--- src/rtl/svt_pkg.sv ---
package svt_pkg;

    typedef enum logic [1:0] {
        PRIV_U    = 2'b00,
        PRIV_S    = 2'b01,
        PRIV_RSVD = 2'b10,
        PRIV_M    = 2'b11
    } priv_e;

    localparam int CTL_W = 3;

    // bit 2: trap-return, bit 1: timeout-wait, bit 0: trap-translation
    typedef struct packed {
        logic trap_ret;
        logic wait_tmo;
        logic trap_xlat;
    } ctl_t;

    // bits that only exist when supervisor mode is implemented
    localparam logic [CTL_W-1:0] SMODE_ONLY_MASK = 3'b101;

    typedef struct packed {
        logic xlat_csr;
        logic xlat_fence;
        logic wfi;
        logic sret;
    } insn_cls_t;

endpackage

--- src/rtl/svt_ctl_regs.sv ---
module svt_ctl_regs
    import svt_pkg::*;
(
    input  logic  clk_i,
    input  logic  rst_ni,
    input  logic  smode_present_i,
    input  logic  we_i,
    input  ctl_t  wdata_i,
    output ctl_t  ctl_o
);

    logic [CTL_W-1:0] legal_mask;
    ctl_t ctl_d, ctl_q;

    // per-bit legality: supervisor-only bits collapse to zero without S-mode
    for (genvar b = 0; b < CTL_W; b++) begin : g_mask
        if (SMODE_ONLY_MASK[b]) begin : g_smode
            assign legal_mask[b] = smode_present_i;
        end else begin : g_always
            assign legal_mask[b] = 1'b1;
        end
    end

    always_comb begin
        ctl_d = ctl_q;
        if (we_i) begin
            ctl_d = wdata_i;
        end
        ctl_d = ctl_t'(ctl_d & legal_mask);
    end

    always_ff @(posedge clk_i or negedge rst_ni) begin
        if (!rst_ni) begin
            ctl_q <= '0;
        end else begin
            ctl_q <= ctl_d;
        end
    end

    assign ctl_o = ctl_q;

endmodule

--- src/rtl/svt_decode.sv ---
module svt_decode
    import svt_pkg::*;
(
    input  priv_e     priv_i,
    input  logic      valid_i,
    input  insn_cls_t cls_i,
    input  ctl_t      ctl_i,
    input  logic      busy_i,
    input  logic      irq_pending_i,
    output logic      trap_o,
    output logic      wfi_start_o,
    output logic      wfi_timed_o
);

    logic accept;
    logic in_smode;
    logic below_m;
    logic xlat_hit;
    logic ret_hit;

    always_comb begin
        accept      = valid_i && !busy_i;
        in_smode    = (priv_i == PRIV_S);
        below_m     = (priv_i != PRIV_M);
        xlat_hit    = ctl_i.trap_xlat && (cls_i.xlat_csr || cls_i.xlat_fence);
        ret_hit     = ctl_i.trap_ret && cls_i.sret;
        trap_o      = accept && in_smode && (xlat_hit || ret_hit);
        wfi_start_o = accept && cls_i.wfi && !irq_pending_i;
        wfi_timed_o = below_m && ctl_i.wait_tmo;
    end

endmodule

--- src/rtl/svt_wfi_timer.sv ---
module svt_wfi_timer #(
    parameter int LIMIT = 64
) (
    input  logic clk_i,
    input  logic rst_ni,
    input  logic start_i,
    input  logic timed_i,
    input  logic irq_pending_i,
    output logic busy_o,
    output logic expire_o
);

    localparam int CNT_W = $clog2(LIMIT + 1);
    localparam logic [CNT_W-1:0] CNT_LOAD = CNT_W'(LIMIT);
    localparam logic [CNT_W-1:0] CNT_LAST = CNT_W'(1);

    typedef struct packed {
        logic             busy;
        logic             timed;
        logic [CNT_W-1:0] cnt;
    } tmr_t;

    tmr_t tmr_d, tmr_q;
    logic last_tick;

    always_comb begin
        tmr_d     = tmr_q;
        last_tick = tmr_q.busy && tmr_q.timed && (tmr_q.cnt == CNT_LAST);
        expire_o  = last_tick && !irq_pending_i;
        if (tmr_q.busy) begin
            if (irq_pending_i || last_tick) begin
                tmr_d.busy  = 1'b0;
                tmr_d.timed = 1'b0;
                tmr_d.cnt   = '0;
            end else if (tmr_q.timed) begin
                tmr_d.cnt = tmr_q.cnt - 1'b1;
            end
        end else if (start_i) begin
            tmr_d.busy  = 1'b1;
            tmr_d.timed = timed_i;
            tmr_d.cnt   = CNT_LOAD;
        end
    end

    always_ff @(posedge clk_i or negedge rst_ni) begin
        if (!rst_ni) begin
            tmr_q <= '0;
        end else begin
            tmr_q <= tmr_d;
        end
    end

    assign busy_o = tmr_q.busy;

endmodule

--- src/rtl/svt_intercept.sv ---
module svt_intercept
    import svt_pkg::*;
#(
    parameter int WFI_LIMIT = 64
) (
    input  logic             clk_i,
    input  logic             rst_ni,
    input  logic             smode_present_i,
    input  logic [1:0]       priv_i,
    input  logic             insn_valid_i,
    input  logic             is_atp_csr_i,
    input  logic             is_atp_fence_i,
    input  logic             is_wfi_i,
    input  logic             is_sret_i,
    input  logic             ctl_we_i,
    input  logic [CTL_W-1:0] ctl_wdata_i,
    input  logic             irq_pending_i,
    output logic [CTL_W-1:0] ctl_rdata_o,
    output logic             illegal_o,
    output logic             wfi_stall_o
);

    typedef struct packed {
        logic illegal;
    } top_t;

    top_t      top_d, top_q;
    ctl_t      ctl;
    insn_cls_t cls;
    logic      trap;
    logic      wfi_start;
    logic      wfi_timed;
    logic      busy;
    logic      expire;

    assign cls = '{xlat_csr:   is_atp_csr_i,
                   xlat_fence: is_atp_fence_i,
                   wfi:        is_wfi_i,
                   sret:       is_sret_i};

    svt_ctl_regs u_regs (
        .clk_i          (clk_i),
        .rst_ni         (rst_ni),
        .smode_present_i(smode_present_i),
        .we_i           (ctl_we_i),
        .wdata_i        (ctl_t'(ctl_wdata_i)),
        .ctl_o          (ctl)
    );

    svt_decode u_dec (
        .priv_i       (priv_e'(priv_i)),
        .valid_i      (insn_valid_i),
        .cls_i        (cls),
        .ctl_i        (ctl),
        .busy_i       (busy),
        .irq_pending_i(irq_pending_i),
        .trap_o       (trap),
        .wfi_start_o  (wfi_start),
        .wfi_timed_o  (wfi_timed)
    );

    svt_wfi_timer #(.LIMIT(WFI_LIMIT)) u_tmr (
        .clk_i        (clk_i),
        .rst_ni       (rst_ni),
        .start_i      (wfi_start),
        .timed_i      (wfi_timed),
        .irq_pending_i(irq_pending_i),
        .busy_o       (busy),
        .expire_o     (expire)
    );

    always_comb begin
        top_d         = top_q;
        top_d.illegal = trap || expire;
    end

    always_ff @(posedge clk_i or negedge rst_ni) begin
        if (!rst_ni) begin
            top_q <= '0;
        end else begin
            top_q <= top_d;
        end
    end

    assign illegal_o   = top_q.illegal;
    assign wfi_stall_o = busy;
    assign ctl_rdata_o = ctl;

endmodule

--- config.mk ---
export PLATFORM = sky130hd
export DESIGN_NAME = svt_intercept
export DESIGN_NICKNAME = d
export VERILOG_FILES = /design/src/rtl/svt_pkg.sv /design/src/rtl/svt_ctl_regs.sv /design/src/rtl/svt_decode.sv /design/src/rtl/svt_wfi_timer.sv /design/src/rtl/svt_intercept.sv
export SDC_FILE = /design/constraint.sdc
export NUM_CORES = 1
export LEC_CHECK = 0
export BUFFER_PORTS_ARGS = -buffer_cell sky130_fd_sc_hd__buf_2
export CAP_MARGIN = 10
export CORE_UTILIZATION = 49
export CTS_CLUSTER_SIZE = 14
export DETAILED_ROUTE_END_ITERATION = 8
export GPL_TIMING_DRIVEN = 0
export PLACE_DENSITY_LB_ADDON = 0.25
export RECOVER_POWER = 100
export SETUP_SLACK_MARGIN = 0.5
export SYNTH_ARGS = -nofsm -noshare
export SYNTH_HDL_FRONTEND = slang
export SYNTH_SLANG_ARGS = --single-unit
export TNS_END_PERCENT = 5
--- constraint.sdc ---
create_clock -name clk_i -period 1.95 [get_ports clk_i]
set_clock_uncertainty 0.1 [all_clocks]
set_input_delay 0.0975 -clock clk_i [delete_from_list [all_inputs] [get_ports clk_i]]
set_output_delay 0.0975 -clock clk_i [all_outputs]
set_load 0.03 [all_outputs]
==> results of run 1 <==
==> synth_stat cells <==
master / count
nand2_1: 9
or4_4: 1
or3_1: 1
a21oi_1: 1
dfrtp_1: 13
nor2b_1: 2
nor3b_2: 1
o211ai_1: 1
nand4bb_1: 1
mux2i_1: 2
o31ai_1: 1
o21ai_1: 1
o21ai_0: 8
nand2b_1: 4
nor3_1: 2
o21bai_4: 1
or4b_1: 1
ha_1: 2
nor4bb_1: 1
and2_1: 1
o2bb2ai_1: 4
a31o_1: 1
nor2_1: 2
inv_1: 2
or2_2: 1
or2b_2: 1
nand3b_1: 1
nor3b_1: 1
mux2_2: 1
==> metrics by stage <==
| stage | area [sq um] | cells |
|---|---|---|
| floorplan | 716 | 68 |
| global placement | 830 | 102 |
| detailed placement | 830 | 102 |
| CTS | 936 | 114 |
| global route | 947 | 116 |
| finish | 947 | 116 |
==> cells by family (layout without fill, tap and decap cells) <==
logic type / after synthesis / count (layout) / synth area share (%)
simple gates: 30 / 30 / 26.5
flops: 13 / 13 / 46.3
mux: 3 / 3 / 4.45
compound gates: 18 / 18 / 18.1
buf+inv: 2 / 35 / 1.07
fa+ha+maj: 2 / 2 / 3.56
==> what timing repair did <==
action,CTS,global route
endpoints found under the setup margin,10,10
endpoints found under the hold margin,16,0
hold buffers,3,0
gates cloned,0,0
gates resized for setup,3,3
pin swaps,1,2
setup buffers,5,2
==> registers in the layout, indices dropped and copies added (netlist names) <==
register      flops
illegal_o         1
u_regs.ctl_o      3
u_tmr.busy_o      1
u_tmr.tmr_q       8
==> power by group <==
group	internal [mW]	total, mW	switching [mW]	leakage, nW
clock network	0.0792	0.168	0.0888	0.0150
registers	0.302	0.334	0.0322	0.172
logic	0.136	0.263	0.127	0.250
total	0.517	0.765	0.248	0.437
==> cells in the final DEF, fill, tap and decap left out, drive strengths merged, types with 2 or more instances in the layout <==
master / netlist / routed
nor3: 2 / 2
inv: 2 / 2
ha: 2 / 2
clkbuf: 0 / 11
nor2: 2 / 2
nand2: 9 / 9
mux2i: 2 / 2
nand2b: 4 / 4
nor2b: 2 / 2
o2bb2ai: 4 / 4
nor3b: 2 / 2
o21ai: 9 / 9
dlygate4sd3: 0 / 3
dfrtp: 13 / 13
buf: 0 / 19
==> worst max path at each step <==
stage,depth (start not counted),from,end
2_1_floorplan,6,u_tmr.tmr_q[0]$_DFFE_PN0P_,u_tmr.tmr_q[6]$_DFFE_PN0P_
3_3_place_gp,4,u_tmr.tmr_q[3]$_DFFE_PN0P_,u_tmr.tmr_q[0]$_DFFE_PN0P_
3_5_place_dp,6,u_tmr.tmr_q[1]$_DFFE_PN0P_,u_tmr.tmr_q[6]$_DFFE_PN0P_
4_1_cts,6,u_tmr.tmr_q[1]$_DFFE_PN0P_,u_tmr.tmr_q[6]$_DFFE_PN0P_
5_1_grt,4,u_tmr.tmr_q[6]$_DFFE_PN0P_,u_tmr.tmr_q[5]$_DFFE_PN0P_
6_report,4,u_tmr.tmr_q[6]$_DFFE_PN0P_,u_tmr.tmr_q[0]$_DFFE_PN0P_
==> worst max-delay path: cells and delay by family (launching register included) <==
| family | cells | cell delay [ns] |
|---|---|---|
| AOI/OAI and AO/OA | 2 | 0.33 |
| DFF | 1 | 0.41 |
| and+or+nand+nor | 2 | 0.84 |
==> area by class of cell <==
class | instances | area (sq um) | share of cell area, %
Sequential cell | 13 | 325 | 34.3
Clock buffer | 4 | 26.3 | 2.77
Timing Repair Buffer | 29 | 170 | 18.0
Tap cell | 15 | 18.8 | 1.98
Multi-Input combinational cell | 53 | 399 | 42.1
Inverter | 2 | 7.51 | 0.793
==> routing by layer <==
layer / vias up / track usage [%] / part of all wire, %
met2: 13 / 41.9 / 51
li1: 314 / - / -
met4: 0 / 7.76 / 0.73
met3: 2 / 5.11 / 3.9
met5: - / 0 / 0
met1: 312 / 31.1 / 44
==> flow_summary.yaml, run 1 <==
outcome:
  status: "finished, final reports clean"
critical_path:
  worstSetupEndpointType: "flip-flop"
  criticalPathCategory: "flip-flop to flip-flop"
  arrival_ns: 1.85
  critical_path_required_ns: 2.01
  reg2reg_slack_ns: 0.16
  crit_slowest_cell: "or4_1"
  path_cells: "or4_1 > o21bai_4 > or2b_4 > o21ai_0"
  reg2reg_from: "u_tmr.tmr_q[6]$_DFFE_PN0P_"
  r2r-end: "u_tmr.tmr_q[0]$_DFFE_PN0P_"
  max_stage_delay_ns: 0.65
  worstRegToRegCells: 4
  critPathMaxFanout: 8
  worstSetupStartpointType: "flip-flop"
floorplanning:
  row_count: 13
  die_h_um: 39.9
  dieArea_sq_um: 1590
  core_sq_um: 1320
  initial_core_util_pct: 53.4
  boundaryPins: 20
  die_width_um: 39.9
route:
  routed_wl_um: 1630
  drt_pre_antenna_iters: 4
  drt_iter0_drc: 19
  via_per_inst: 5.53
  drtAntennaViolNets: 0
  drcViolationCount: 0
  wl_per_cell_um: 14.1
  vias: 641
placed_design:
  gp_congestion: 0.710
  post-place-ws_ns: 0.160
  hpwl_um: 1080
  port_buffers: 19
sta:
  slew_headroom_pct: 53.3
  setup_ws_ns: 0.159
  hold_ws_ns: 0.000845
  period_minus_slack_ns: 1.79
  drv_slew: 0
  setup_viol: 0
  fin_setup_tns_ns: 0
  grt_setup_unrepaired: "yes"
  post-route-period-util_pct: 91.9
  fmax_mhz: 558
  timing.final.hold_violations: 0
  worst_pin_slew_ns: 0.700
min_path:
  worstHoldPathType: "primary input to flip-flop"
  hp-start: "ctl_wdata_i[0]"
  holdPathStages: 3
  hold_end: "u_regs.ctl_o[0]$_DFF_PN0_"
synthesis:
  synth_area_sq_um: 703
  syn_nets: 85
  synth_area_leader_cell: "dfrtp_1"
  synth_area_leaders: "dfrtp_1 (46%), o21ai_0 (5.7%), o2bb2ai_1 (5.0%), nand2_1 (4.8%), ha_1 (3.6%)"
  synthCells: 68
  synth.top_cell.area_share_pct: 46.3
  avgSynthCellArea_sq_um: 10.3
  yosysWarnings: 0
  synth_seq_cells: 13
  yosysUniqueCellTypes: 29
  yosysSeqAreaShare_pct: 46.3
global_route:
  grt_pass1_wl_um: 2590
  grt_pass1_vias: 614
  grt_max_degree: 14
  antenna_found_initial: 0
  grt_overflow: 0
  groute.usage.overall_pct: 24.9
layout:
  diodes: 0
  fill_cells: 99
  final_util_pct: 71.9
  drive_above_1_share_pct: 34.7
  fin_nets: 119
  area_growth_pct: 34.7
clocking:
  cts_max_level: 1
  cts_root_buffer: "clkbuf_4"
  cts.path.max_buffers: 2
  path_clk_slew_ns: 0.08
  numCtsBuffers: 3
  cts_tree: "yes"
  cts_sinks: 13
  clk_latency_ns: 0.27
power_and_ir_drop:
  p_total_mw: 0.765
  powerDensity_nw_per_um2: 807
  power.leakage_nw: 0.437
  ir_drop_mv: 0.526
job:
  cap_violations: 0
(Power assumes the default switching activity.)
==> run 2: changes to the inputs <==
==> constraint.sdc (replaced) <==
create_clock -name clk_i -period 1.8 [get_ports clk_i]
set_clock_uncertainty 0.1 [all_clocks]
set_input_delay 0.09 -clock clk_i [delete_from_list [all_inputs] [get_ports clk_i]]
set_output_delay 0.09 -clock clk_i [all_outputs]
set_load 0.03 [all_outputs]
==> run 2 against run 1 <==
The run now ends with hold timing left. Sequential share of layout area down 0.36 points. Clock-buffer cell count unchanged. Core utilization up 0.76 points. Combinational power up 11%. Largest cell class unchanged. Critical path type unchanged. Non-clock buffer count up 1. Hold slack worse by 0.0067 ns. Sequential power up 8.7%. Clock power up 9%. Register-to-register slack worse by 0.09 ns. Cell area up 1.1%. Critical endpoint is now u_tmr.tmr_q[6]$_DFFE_PN0P_.
==> flow_summary.yaml, run 2 (synthesis results as in run 1) <==
power_and_ir_drop:
  p_total_mw: 0.837
  power.leakage_nw: 0.438
  powerDensity_nw_per_um2: 874
  ir_drop_mv: 0.571
sta:
  fmax_mhz: 579
  drv_slew: 0
  period_minus_slack_ns: 1.73
  grt_setup_unrepaired: "yes"
  timing.final.hold_violations: 1
  post-route-period-util_pct: 96.0
  slew_headroom_pct: 52.9
  worst_pin_slew_ns: 0.707
  setup_ws_ns: 0.0727
  setup_viol: 0
  fin_setup_tns_ns: 0
  hold_ws_ns: -0.00587
critical_path:
  critical_path_required_ns: 1.84
  worstSetupStartpointType: "flip-flop"
  arrival_ns: 1.77
  max_stage_delay_ns: 0.46
  reg2reg_from: "u_tmr.tmr_q[1]$_DFFE_PN0P_"
  criticalPathCategory: "flip-flop to flip-flop"
  crit_slowest_cell: "or4b_4"
  reg2reg_slack_ns: 0.07
  critPathMaxFanout: 3
  worstRegToRegCells: 6
  worstSetupEndpointType: "flip-flop"
  r2r-end: "u_tmr.tmr_q[6]$_DFFE_PN0P_"
  path_cells: "inv_2 > ha_4 > or4b_4 > or2_4 > a21oi_2 > o211ai_1"
  critPathLaunch: "u_tmr.tmr_q[1]$_DFFE_PN0P_"
clocking:
  cts_sinks: 13
  cts_root_buffer: "clkbuf_4"
  cts.path.max_buffers: 2
  cts_max_level: 1
  numCtsBuffers: 3
  path_clk_slew_ns: 0.08
  cts_tree: "yes"
  clk_latency_ns: 0.27
global_route:
  grt_overflow: 0
  grt_max_degree: 14
  groute.usage.overall_pct: 24.9
  grt_pass1_vias: 620
  grt_pass1_wl_um: 2590
  antenna_found_initial: 0
floorplanning:
  initial_core_util_pct: 53.4
  dieArea_sq_um: 1590
  die_width_um: 39.9
  core_sq_um: 1320
  die_h_um: 39.9
  boundaryPins: 20
  row_count: 13
layout:
  drive_above_1_share_pct: 34.3
  largest_reg_flops: 8
  diodes: 0
  final_cell_mix: "dfrtp_1 (13), buf_2 (13), o21ai_0 (9), nand2_1 (8), clkbuf_1 (8)"
  area_growth_pct: 36.1
  fin_nets: 120
  largest_register: "u_tmr.tmr_q"
  fill_cells: 94
  finalNonFillerCells: 117
route:
  drcViolationCount: 0
  drt_pre_antenna_iters: 4
  drtAntennaViolNets: 0
  drt_iter0_drc: 25
  routed_wl_um: 1630
  wl_per_cell_um: 14.0
  vias: 642
  via_per_inst: 5.49
outcome:
  violations: "hold timing"
  status: "finished with violations"
placed_design:
  post-place-ws_ns: 0.0104
  port_buffers: 19
  dp.cells: 102
  hpwl_um: 1080
  gp_congestion: 0.710
min_path:
  holdPathStages: 3
  worstHoldPathType: "primary input to flip-flop"
  hold_end: "u_regs.ctl_o[0]$_DFF_PN0_"
  hp-start: "ctl_wdata_i[0]"
job:
  cap_violations: 0
## run 2: worst max path at each step
stage,to,depth (start not counted)
2_1_floorplan,u_tmr.tmr_q[6]$_DFFE_PN0P_,6
3_3_place_gp,u_tmr.tmr_q[0]$_DFFE_PN0P_,4
3_5_place_dp,u_tmr.tmr_q[6]$_DFFE_PN0P_,6
4_1_cts,u_tmr.tmr_q[6]$_DFFE_PN0P_,6
5_1_grt,u_tmr.tmr_q[7]$_DFFE_PN0P_,4
6_report,u_tmr.tmr_q[6]$_DFFE_PN0P_,6
## run 2: layout make-up
type                       count  area [sq um]  area share [%]
tap                           15          18.8            1.96
sequential                    13           325            34.0
clock buffer                   4          26.3            2.75
inverter                       2          7.51           0.784
timing repair buffer          30           176            18.4
multi-input combinational     53           403            42.1
## run 2: per-layer routing
layer	vias to the layer above	track usage [%]	wire length, um
met5	-	0	0
met2	12	42.3	800
met1	312	30.7	775
met4	0	7.76	12
li1	316	-	-
met3	2	5.11	46
## run 2: power by group
part	leakage, nW	internal (mW)	switching (mW)
combinational	0.251	0.155	0.136
clock	0.0150	0.0858	0.0968
sequential	0.172	0.327	0.0363
total	0.438	0.567	0.270
## run 2: what timing repair did
item | in CTS | in global routing
setup buffers | 5 | 2
resized for setup | 3 | 3
pin swaps | 1 | 2
setup endpoints to repair | 10 | 10
endpoints found under the hold margin | 16 | 0
hold buffers | 4 | 0
## run 2: through the flow
step | instance area, sq um | utilization (%)
CTS | 946 | 71.8
global route | 957 | 72.6
floorplan | 716 | -
global placement | 830 | 63.0
detailed placement | 830 | 63.0
finish | 957 | 72.6
## run 2: critical path: cells and delay by family (launching register included)
kind	cells	cell delay [ns]
flip-flops	1	0.40
AND/OR/NAND/NOR	2	0.70
buffers and inverters	1	0.09
adder cells (fa/ha/maj)	1	0.13
AO/OA/AOI/OAI	2	0.19
